`src/rtl/ebus_seq_pkg.sv`:
```
package ebus_seq_pkg;
   typedef enum logic [2:0] {
      ST_IDLE = 3'd0,
      ST_TI   = 3'd1,
      ST_T1   = 3'd2,
      ST_T2   = 3'd3,
      ST_T3   = 3'd4
   } bstate_e;
endpackage

```
`src/rtl/ebus_gap_cfg.sv`:
```
module ebus_gap_cfg (
   input  logic clk,
   input  logic rst_n,
   input  logic load,
   input  logic rr_in,
   input  logic wr_in,
   output logic rr_en,
   output logic wr_en
);
   always_ff @(posedge clk or negedge rst_n) begin
      if (!rst_n) begin
         rr_en <= 1'b1;
         wr_en <= 1'b1;
      end else if (load) begin
         rr_en <= rr_in;
         wr_en <= wr_in;
      end
   end

   // a load strobe copies both inputs
   a_r10_load_takes: assert property (@(posedge clk) disable iff (!rst_n)
      load |=> (rr_en == $past(rr_in) && wr_en == $past(wr_in)));
   // without a load the enables hold
   a_r10_hold: assert property (@(posedge clk) disable iff (!rst_n)
      !load |=> ($stable(rr_en) && $stable(wr_en)));
endmodule

```
`src/rtl/ebus_gap_judge.sv`:
```
module ebus_gap_judge #(
   parameter int AREA_W = 3
) (
   input  logic              back2back,
   input  logic              prev_read,
   input  logic [AREA_W-1:0] prev_area,
   input  logic              nxt_read,
   input  logic [AREA_W-1:0] nxt_area,
   input  logic              rr_en,
   input  logic              wr_en,
   output logic              gap_need
);
   logic area_moves;
   logic hazard;

   always_comb begin
      area_moves = (nxt_area != prev_area);
      if (nxt_read) hazard = rr_en & area_moves;
      else          hazard = wr_en;
      gap_need = back2back & prev_read & hazard;
   end
endmodule

```
`src/rtl/ebus_cycle_fsm.sv`:
```
module ebus_cycle_fsm
   import ebus_seq_pkg::*;
#(
   parameter int                    NUM_AREAS = 8,
   parameter int                    AREA_W    = 3,
   parameter int                    ADDR_W    = 16,
   parameter int                    DATA_W    = 16,
   parameter logic [NUM_AREAS-1:0]  SLOW_MASK = '0
) (
   input  logic              clk,
   input  logic              rst_n,
   input  logic              req_valid,
   input  logic              req_read,
   input  logic [AREA_W-1:0] req_area,
   input  logic [ADDR_W-1:0] req_addr,
   input  logic [DATA_W-1:0] req_wdata,
   input  logic              gap_need,
   output logic              req_ready,
   output logic              accept,
   output logic              back2back,
   output bstate_e           state,
   output logic              cur_read,
   output logic [AREA_W-1:0] cur_area,
   output logic [ADDR_W-1:0] cur_addr,
   output logic [DATA_W-1:0] cur_data
);
   bstate_e nxt;
   logic    cur_slow;

   generate
      if (SLOW_MASK == '0) begin : g_all_fast
         assign cur_slow = 1'b0;
      end else begin : g_lookup
         assign cur_slow = SLOW_MASK[cur_area];
      end
   endgenerate

   always_comb begin
      req_ready = (state == ST_IDLE) || (state == ST_T3) ||
                  ((state == ST_T2) && !cur_slow);
      accept    = req_valid & req_ready;
      back2back = (state != ST_IDLE);
   end

   always_comb begin
      nxt = ST_IDLE;
      if (accept) begin
         nxt = gap_need ? ST_TI : ST_T1;
      end else begin
         unique case (state)
            ST_TI:   nxt = ST_T1;
            ST_T1:   nxt = ST_T2;
            ST_T2:   nxt = cur_slow ? ST_T3 : ST_IDLE;
            default: nxt = ST_IDLE;
         endcase
      end
   end

   always_ff @(posedge clk or negedge rst_n) begin
      if (!rst_n) begin
         state    <= ST_IDLE;
         cur_read <= 1'b0;
         cur_area <= '0;
         cur_addr <= '0;
         cur_data <= '0;
      end else begin
         state <= nxt;
         if (accept) begin
            cur_read <= req_read;
            cur_area <= req_area;
            cur_addr <= req_addr;
            cur_data <= req_wdata;
         end
      end
   end

   // T1 is always followed by T2
   a_r2_t1_then_t2: assert property (@(posedge clk) disable iff (!rst_n)
      (state == ST_T1) |=> (state == ST_T2));
   // T3 only on slow areas
   a_r2_t3_slow_only: assert property (@(posedge clk) disable iff (!rst_n)
      (state == ST_T3) |-> SLOW_MASK[cur_area]);
   // an idle state lasts one cycle and leads into T1
   a_r6_ti_then_t1: assert property (@(posedge clk) disable iff (!rst_n)
      (state == ST_TI) |=> (state == ST_T1));
   // no request taken in TI or T1
   a_r5_busy_not_ready: assert property (@(posedge clk) disable iff (!rst_n)
      (state == ST_TI || state == ST_T1) |-> !req_ready);
   // a request met in IDLE starts straight at T1
   a_r11_idle_no_gap: assert property (@(posedge clk) disable iff (!rst_n)
      (state == ST_IDLE && req_valid) |=> (state == ST_T1));
endmodule

```
`src/rtl/ebus_strobe_gen.sv`:
```
module ebus_strobe_gen
   import ebus_seq_pkg::*;
#(
   parameter int NUM_AREAS = 8,
   parameter int AREA_W    = 3,
   parameter bit ACT_LOW   = 1'b0
) (
   input  bstate_e              state,
   input  logic                 cur_read,
   input  logic [AREA_W-1:0]    cur_area,
   output logic [NUM_AREAS-1:0] cs,
   output logic                 rd,
   output logic                 wr,
   output logic                 oe
);
   logic                 in_cycle;
   logic                 strobe_ph;
   logic [NUM_AREAS-1:0] cs_raw;
   logic                 rd_raw;
   logic                 wr_raw;

   always_comb begin
      in_cycle  = (state == ST_T1) || (state == ST_T2) || (state == ST_T3);
      strobe_ph = (state == ST_T2) || (state == ST_T3);
      rd_raw    = in_cycle & cur_read;
      wr_raw    = strobe_ph & ~cur_read;
      oe        = in_cycle & ~cur_read;
   end

   genvar gi;
   generate
      for (gi = 0; gi < NUM_AREAS; gi++) begin : g_cs
         assign cs_raw[gi] = in_cycle && (cur_area == AREA_W'(gi));
      end
      if (ACT_LOW) begin : g_low
         assign cs = ~cs_raw;
         assign rd = ~rd_raw;
         assign wr = ~wr_raw;
      end else begin : g_high
         assign cs = cs_raw;
         assign rd = rd_raw;
         assign wr = wr_raw;
      end
   endgenerate
endmodule

```
`src/rtl/ebus_idle_seq.sv`:
```
module ebus_idle_seq
   import ebus_seq_pkg::*;
#(
   parameter int                   NUM_AREAS = 8,
   parameter int                   ADDR_W    = 16,
   parameter int                   DATA_W    = 16,
   parameter logic [NUM_AREAS-1:0] SLOW_MASK = 8'b0000_0101,
   parameter bit                   ACT_LOW   = 1'b0,
   localparam int                  AREA_W    = (NUM_AREAS > 1) ? $clog2(NUM_AREAS) : 1
) (
   input  logic                 clk,
   input  logic                 rst_n,
   input  logic                 cfg_load,
   input  logic                 cfg_rr_gap_en,
   input  logic                 cfg_wr_gap_en,
   input  logic                 req_valid,
   output logic                 req_ready,
   input  logic [AREA_W-1:0]    req_area,
   input  logic                 req_read,
   input  logic [ADDR_W-1:0]    req_addr,
   input  logic [DATA_W-1:0]    req_wdata,
   output logic [ADDR_W-1:0]    bus_addr,
   output logic [DATA_W-1:0]    bus_dout,
   output logic                 bus_dout_oe,
   output logic [NUM_AREAS-1:0] bus_cs,
   output logic                 bus_rd,
   output logic                 bus_wr,
   output logic [2:0]           bus_state
);
   localparam logic OFF = ACT_LOW ? 1'b1 : 1'b0;

   generate
      if (NUM_AREAS < 2 || NUM_AREAS > 64) begin : g_bad_areas
         $error("NUM_AREAS must lie in 2..64");
      end
      if (ADDR_W < 1 || DATA_W < 1) begin : g_bad_width
         $error("address and data widths must be positive");
      end
   endgenerate

   logic              rr_en, wr_en;
   logic              gap_need, accept, back2back;
   bstate_e           state;
   logic              cur_read;
   logic [AREA_W-1:0] cur_area;

   ebus_gap_cfg u_cfg (
      .clk   (clk),
      .rst_n (rst_n),
      .load  (cfg_load),
      .rr_in (cfg_rr_gap_en),
      .wr_in (cfg_wr_gap_en),
      .rr_en (rr_en),
      .wr_en (wr_en)
   );

   ebus_gap_judge #(.AREA_W(AREA_W)) u_judge (
      .back2back (back2back),
      .prev_read (cur_read),
      .prev_area (cur_area),
      .nxt_read  (req_read),
      .nxt_area  (req_area),
      .rr_en     (rr_en),
      .wr_en     (wr_en),
      .gap_need  (gap_need)
   );

   ebus_cycle_fsm #(
      .NUM_AREAS (NUM_AREAS),
      .AREA_W    (AREA_W),
      .ADDR_W    (ADDR_W),
      .DATA_W    (DATA_W),
      .SLOW_MASK (SLOW_MASK)
   ) u_fsm (
      .clk       (clk),
      .rst_n     (rst_n),
      .req_valid (req_valid),
      .req_read  (req_read),
      .req_area  (req_area),
      .req_addr  (req_addr),
      .req_wdata (req_wdata),
      .gap_need  (gap_need),
      .req_ready (req_ready),
      .accept    (accept),
      .back2back (back2back),
      .state     (state),
      .cur_read  (cur_read),
      .cur_area  (cur_area),
      .cur_addr  (bus_addr),
      .cur_data  (bus_dout)
   );

   ebus_strobe_gen #(
      .NUM_AREAS (NUM_AREAS),
      .AREA_W    (AREA_W),
      .ACT_LOW   (ACT_LOW)
   ) u_strb (
      .state    (state),
      .cur_read (cur_read),
      .cur_area (cur_area),
      .cs       (bus_cs),
      .rd       (bus_rd),
      .wr       (bus_wr),
      .oe       (bus_dout_oe)
   );

   assign bus_state = state;

   // the idle state drives no select and no strobe
   a_r3_ti_quiet: assert property (@(posedge clk) disable iff (!rst_n)
      (state == ST_TI) |-> (bus_rd == OFF && bus_wr == OFF &&
                            bus_cs == {NUM_AREAS{OFF}} && !bus_dout_oe));
   // at most one area selected
   a_r3_one_cs: assert property (@(posedge clk) disable iff (!rst_n)
      $onehot0(ACT_LOW ? ~bus_cs : bus_cs));
   // write strobe never in T1
   a_r4_no_wr_t1: assert property (@(posedge clk) disable iff (!rst_n)
      (state == ST_T1) |-> (bus_wr == OFF));
   // a gap never follows a write
   a_r8_no_gap_after_write: assert property (@(posedge clk) disable iff (!rst_n)
      (accept && !cur_read) |=> (state == ST_T1));
   // a write taken after a read with the enable set goes to TI
   a_r9_war_gap: assert property (@(posedge clk) disable iff (!rst_n)
      (accept && back2back && cur_read && !req_read && wr_en) |=> (state == ST_TI));
endmodule

```
`config.mk`:
```
export PLATFORM = sky130hd
export DESIGN_NAME = ebus_idle_seq
export DESIGN_NICKNAME = d
export VERILOG_FILES = /design/src/rtl/ebus_seq_pkg.sv /design/src/rtl/ebus_gap_cfg.sv /design/src/rtl/ebus_gap_judge.sv /design/src/rtl/ebus_cycle_fsm.sv /design/src/rtl/ebus_strobe_gen.sv /design/src/rtl/ebus_idle_seq.sv
export SDC_FILE = /design/constraint.sdc
export NUM_CORES = 1
export LEC_CHECK = 0
export BUFFER_PORTS_ARGS = -buffer_cell sky130_fd_sc_hd__clkbuf_2
export CAP_MARGIN = 20
export CORE_UTILIZATION = 35
export DETAILED_ROUTE_END_ITERATION = 10
export SLEW_MARGIN = 10
export SYNTH_ARGS = -nofsm -noshare
export SYNTH_HDL_FRONTEND = slang
export SYNTH_SLANG_ARGS = --single-unit
export TNS_END_PERCENT = 5
```
`constraint.sdc`:
```
create_clock -name clk -period 2.1 [get_ports clk]
set_input_delay 0.42 -clock clk [delete_from_list [all_inputs] [get_ports clk]]
set_output_delay 0.42 -clock clk [all_outputs]
set_load 0.02 [all_outputs]
```
Yosys cells after proc, flatten, opt, wreduce, memory -nomap -nowiden:

Memory sizes are Yosys's and may differ from the RTL's.
Cells that the tools add are included.

* flip-flop bits (word level): 41
* bits in latches: 0
* RAM bits: 0
* memory bits (read-only): 8
* input port bits: 42
* output and inout bits: 47
* word-level logic and storage cells: 53
* memories: 1

* $add $sub $neg: 0
* multiply operators: 0
* divide/modulo/power cells: 0
* magnitude comparators: 1
* eq/ne operators: 12
* shift-type cells: 0
* muxes and demuxes: 6
* bitwise gates (word level): 8
* reductions and logical operators: 18

Memory list
* (no name shown): words 8, bits a word 1, rd ports 1, clocked after memory_dff 0, wr ports 0, line ebus_cycle_fsm.sv:34 `assign cur_slow = SLOW_MASK[cur_area];`

Operators with widths (number)
* 3-bit == test, second input constant: 5
* 3-bit by 2-bit == test with 1-bit output, second input constant: 4
* 1-bit logical AND: 9
* 3-bit one-hot mux with 3 select lines: 1
* 1-bit bitwise AND: 7
* 3-bit by 1-bit == test with 1-bit output, second input constant: 2
* 3-bit logical NOT: 2
* 3-bit 2-to-1 mux: 2
* 1-bit logical OR: 5
* 3-bit by 4-bit < comparator with 1-bit output, second input constant: 1
* 3-bit != test: 1
* 3-bit nonzero test: 1
* 1-bit 2-to-1 mux: 2
* 2-bit 2-to-1 mux: 1
* 1-bit logical NOT: 1
* 1-bit NOT: 1

Logic depth before layout (Yosys ltp):

* depth in word-level cells: 7
* gate-level depth with buffers: 6

By module:

A second synthesis with hierarchy kept.

* cell total of the unflattened synthesis: 185
* area, all modules: 2195.9 um^2

By module, submodules not included
* ebus_cycle_fsm: instances 1, cells each 154, area an instance 1914.3 um^2, seq. area each 975.9 um^2
* ebus_strobe_gen: instances 1, cells each 20, area an instance 156.4 um^2, seq. area each 0.0 um^2
* ebus_gap_cfg: instances 1, cells each 4, area an instance 75.1 um^2, seq. area each 52.6 um^2
* ebus_gap_judge: instances 1, cells each 7, area an instance 50.0 um^2, seq. area each 0.0 um^2

Worst setup path after synthesis:

No wires, ideal clock.

* path kind: register to output
* start point: register u_fsm.state[2]
* end point: output bus_cs[0]
* arrival: 1.610 ns
* data required time: 1.680 ns
* path slack: 0.070 ns
* cell stages (with the launch flop): 5
* path buffers: 0
* cell sequence: dfrtp_1 > nand2b_1 > a21boi_0 > or2_2 > nor3_1

* longest elaborated chain between the ends: 4

RTL lines
* start, declared: line ebus_cycle_fsm.sv:21 `output bstate_e state,`
* start signal, assigned: line ebus_cycle_fsm.sv:67 `state <= nxt;`
* 3-bit by 2-bit == test with 1-bit output: line ebus_strobe_gen.sv:23 `in_cycle = (state == ST_T1) || (state == ST_T2) || (state == ST_T3);`
* 1-bit logical OR: line ebus_strobe_gen.sv:23
* 1-bit logical OR *: line ebus_strobe_gen.sv:23
* 1-bit logical AND *: line ebus_strobe_gen.sv:33 `assign cs_raw[gi] = in_cycle && (cur_area == AREA_W'(gi));`
* end, declared: line ebus_idle_seq.sv:25 `output logic [NUM_AREAS-1:0] bus_cs,`

Every way passes the cells marked *; elsewhere a longest branch is shown, timed or not.

Worst setup path after layout:

Ends and elaborated chain as after synthesis.

==> results.tsv <==
metric	value	unit
post-synth top area share	0.532	
post-synthesis cell type count	22	
internal power	2.80	mW
Crit Path Class	reg2out	
Critical Path Source Type	flop	
Max Cap Violations	0	
Main synth FF type	dfrtp_1	
vias in the first global route	1186	
Die Width	74.4	um
Worst-path clk slew	0.08	ns
critical path's slowest cell	dfrtp_1	
CP Max Fanout	4	
Syn Inst Count	119	
worst vdd ir	0.664	mV
status	completed	
Leak Pwr	1.35	nW
crit-path max cell delay	0.40	ns
final worst slack	0.114	ns
syn_nets	161	
DRT iter0 DRCs	27	
Clk pwr share	0.165	
ANT cells	0	
CP Cell Sequence	nand2b_1, a21boi_1, or2_4, nor3_1, buf_4	
CTS sink count	41	
fmax	503	MHz
worst reg2reg startpoint	u_fsm.state[2]	
placer congestion estimate	0.700	
# setup viols final	0	
Comb power frac	0.511	
Tmin final	1.99	ns
CTS Buf Count	5	
total grt overflow	0	
worst path bufs/invs	1	
DRC Markers	0	
WP data arrival	1.57	ns
Nets	260	
CP Depth	5	
Flop pwr share	0.325	
Hold Worst Slack	0.181	ns
Filler Cells Inserted	455	
CTS Root Cell	clkbuf_8	
hold_buf cts	0	
largest net degree at the start of global routing	42	
Mapped Area	0.00183	mm^2
P_sw	1.71	mW
WL/cell	12.6	um
DP Area	0.00235	mm^2
CTS tree	done	
area added between synthesis and finish	38.3	%
initial antenna violation count	0	
cell area after layout	0.00253	mm^2
r2r worst-path depth	6	
Setup WS pre-CTS	0.235	ns
Worst Path Required	1.68	ns
Worst Clk Skew	0.00587	ns
worst slew pin tran	0.513	ns
sw frac	0.379	
EDFF count, synth	0	
post-DP HPWL	2610	um
Worst slew margin	0.658	
clk buf depth	2	
Synth area leader	dfrtp_1	
Final Hold Violating Endpoints	0	
Die H	74.4	um
Worst Setup End Kind	output port	
number of antenna-violating nets in the routed design	0	
register-to-register setup slack	0.37	ns
Hold Crit Class	in2async	
Yosys warnings	0	
cell row count	25	
first-pass iteration count of the detailed router	2	
final max-slew violation count	0	
via count	1283	
core area	0.00488	mm^2
share of post-route cells with drive strength above 1	0.694	
Die Area	0.00553	mm^2
initial core utilization	0.376	
synthesized flop and latch total	41	
Vias/cell	4.49	
Worst-Skew Late Latency	0.29	ns
top-count cell post-synth	dfrtp_1	
pwr/cell area	1780	mW/mm^2
Final Util	0.519	
global-route wire length before repair	5400	um
Async SR Flop Fraction	1.00	
sequential share of the synthesized area	0.561	
total power	4.51	mW
cell family with most CP delay	simple AND/OR/NAND/NOR gates	
reg2reg end	u_fsm.cur_addr[13]	
total track usage	0.132	
final WL	3600	um
synthesized area per cell	15.4	um^2
synth top area cells	dfrtp_1 (53%), mux2_4 (24%), mux2_2 (6.1%)	
H-tree levels	2	
port bufs	88	
I/O pins	89	
most common library cells after synthesis	dfrtp_1 (39), mux2_4 (29), mux2_2 (10)	
period utilization	0.946	
[kinds of logic after synthesis]
family                 synth area share
AO/OA/AOI/OAI                    0.0259
XOR/XNOR                         0.0191
buffers and inverters            0.0212
flip-flops                        0.561
AND/OR/NAND/NOR                  0.0737
multiplexers                      0.299
[layout make-up]
| cell class | count | area (um^2) | area share |
|---|---|---|---|
| Tap cell | 67 | 83.8 | 0.0331 |
| Clock inverter | 3 | 65.1 | 0.0257 |
| Timing Repair Buffer | 96 | 515 | 0.203 |
| Sequential cell | 41 | 1030 | 0.407 |
| Multi-Input combinational cell | 74 | 771 | 0.304 |
| Clock buffer | 5 | 68.8 | 0.0271 |
[placed cells by master (no fill, tap or decap), types with 3 or more instances in the layout]
master / synthesis / layout
clkbuf_2: 0 / 87
dfrtp_1: 39 / 37
mux2_4: 29 / 29
mux2_2: 10 / 10
nor2_1: 9 / 8
buf_4: 0 / 8
nand2b_1: 5 / 5
clkbuf_8: 0 / 5
xnor2_1: 3 / 3
nor3_1: 3 / 3
[per-layer routing]
layer / track usage / up-vias / routed length, um
met5: 0 / - / 0
met4: 0.0377 / 0 / 35
met3: 0.0596 / 6 / 277
met2: 0.210 / 55 / 1680
met1: 0.162 / 614 / 1600
li1: - / 608 / -
[power by group through the flow]
stage	clock (mW)	sequential (mW)	combinational, mW
final	0.742	1.46	2.30
after floorplan	0	1.86	1.22
after CTS	0.765	1.47	2.31
after detailed placement	0	1.48	2.25
after global routing	0.804	1.53	2.46
after global placement	0	1.48	2.22
[worst max-delay path by stage]
stage / to / startpoint
after floorplan: bus_cs[0] / u_fsm.state[2]
after global placement: bus_cs[0] / u_fsm.state[1]
after detailed placement: bus_cs[0] / u_fsm.state[1]
after CTS: bus_cs[0] / u_fsm.state[0]
after global routing: bus_cs[7] / u_fsm.state[1]
final: bus_cs[0] / u_fsm.state[2]
[per-stage QoR]
| step | std cells | setup TNS (ns) |
|---|---|---|
| 4_1_cts | 285 | 0 |
| 2_1_floorplan | 119 | 0 |
| 5_1_grt | 286 | -0.00478 |
| 3_5_place_dp | 273 | 0 |
| 6_report | 286 | 0 |
| 3_3_place_gp | 273 | 0 |
[timing repair]
item | CTS | global route
buffers inserted | 4 | 1
resized for setup | 4 | 3
pin swaps | 0 | 0
endpoints found under the setup margin | 5 | 8
[state kept, by name, summed over array words and instances, names as in the netlist]
signal / count
u_cfg.rr_en: 1
u_fsm.cur_addr: 16
u_cfg.wr_en: 1
u_fsm.state: 3
u_fsm.cur_data: 16
u_fsm.cur_read: 1
u_fsm.cur_area: 3
(Power assumes the default switching activity.)
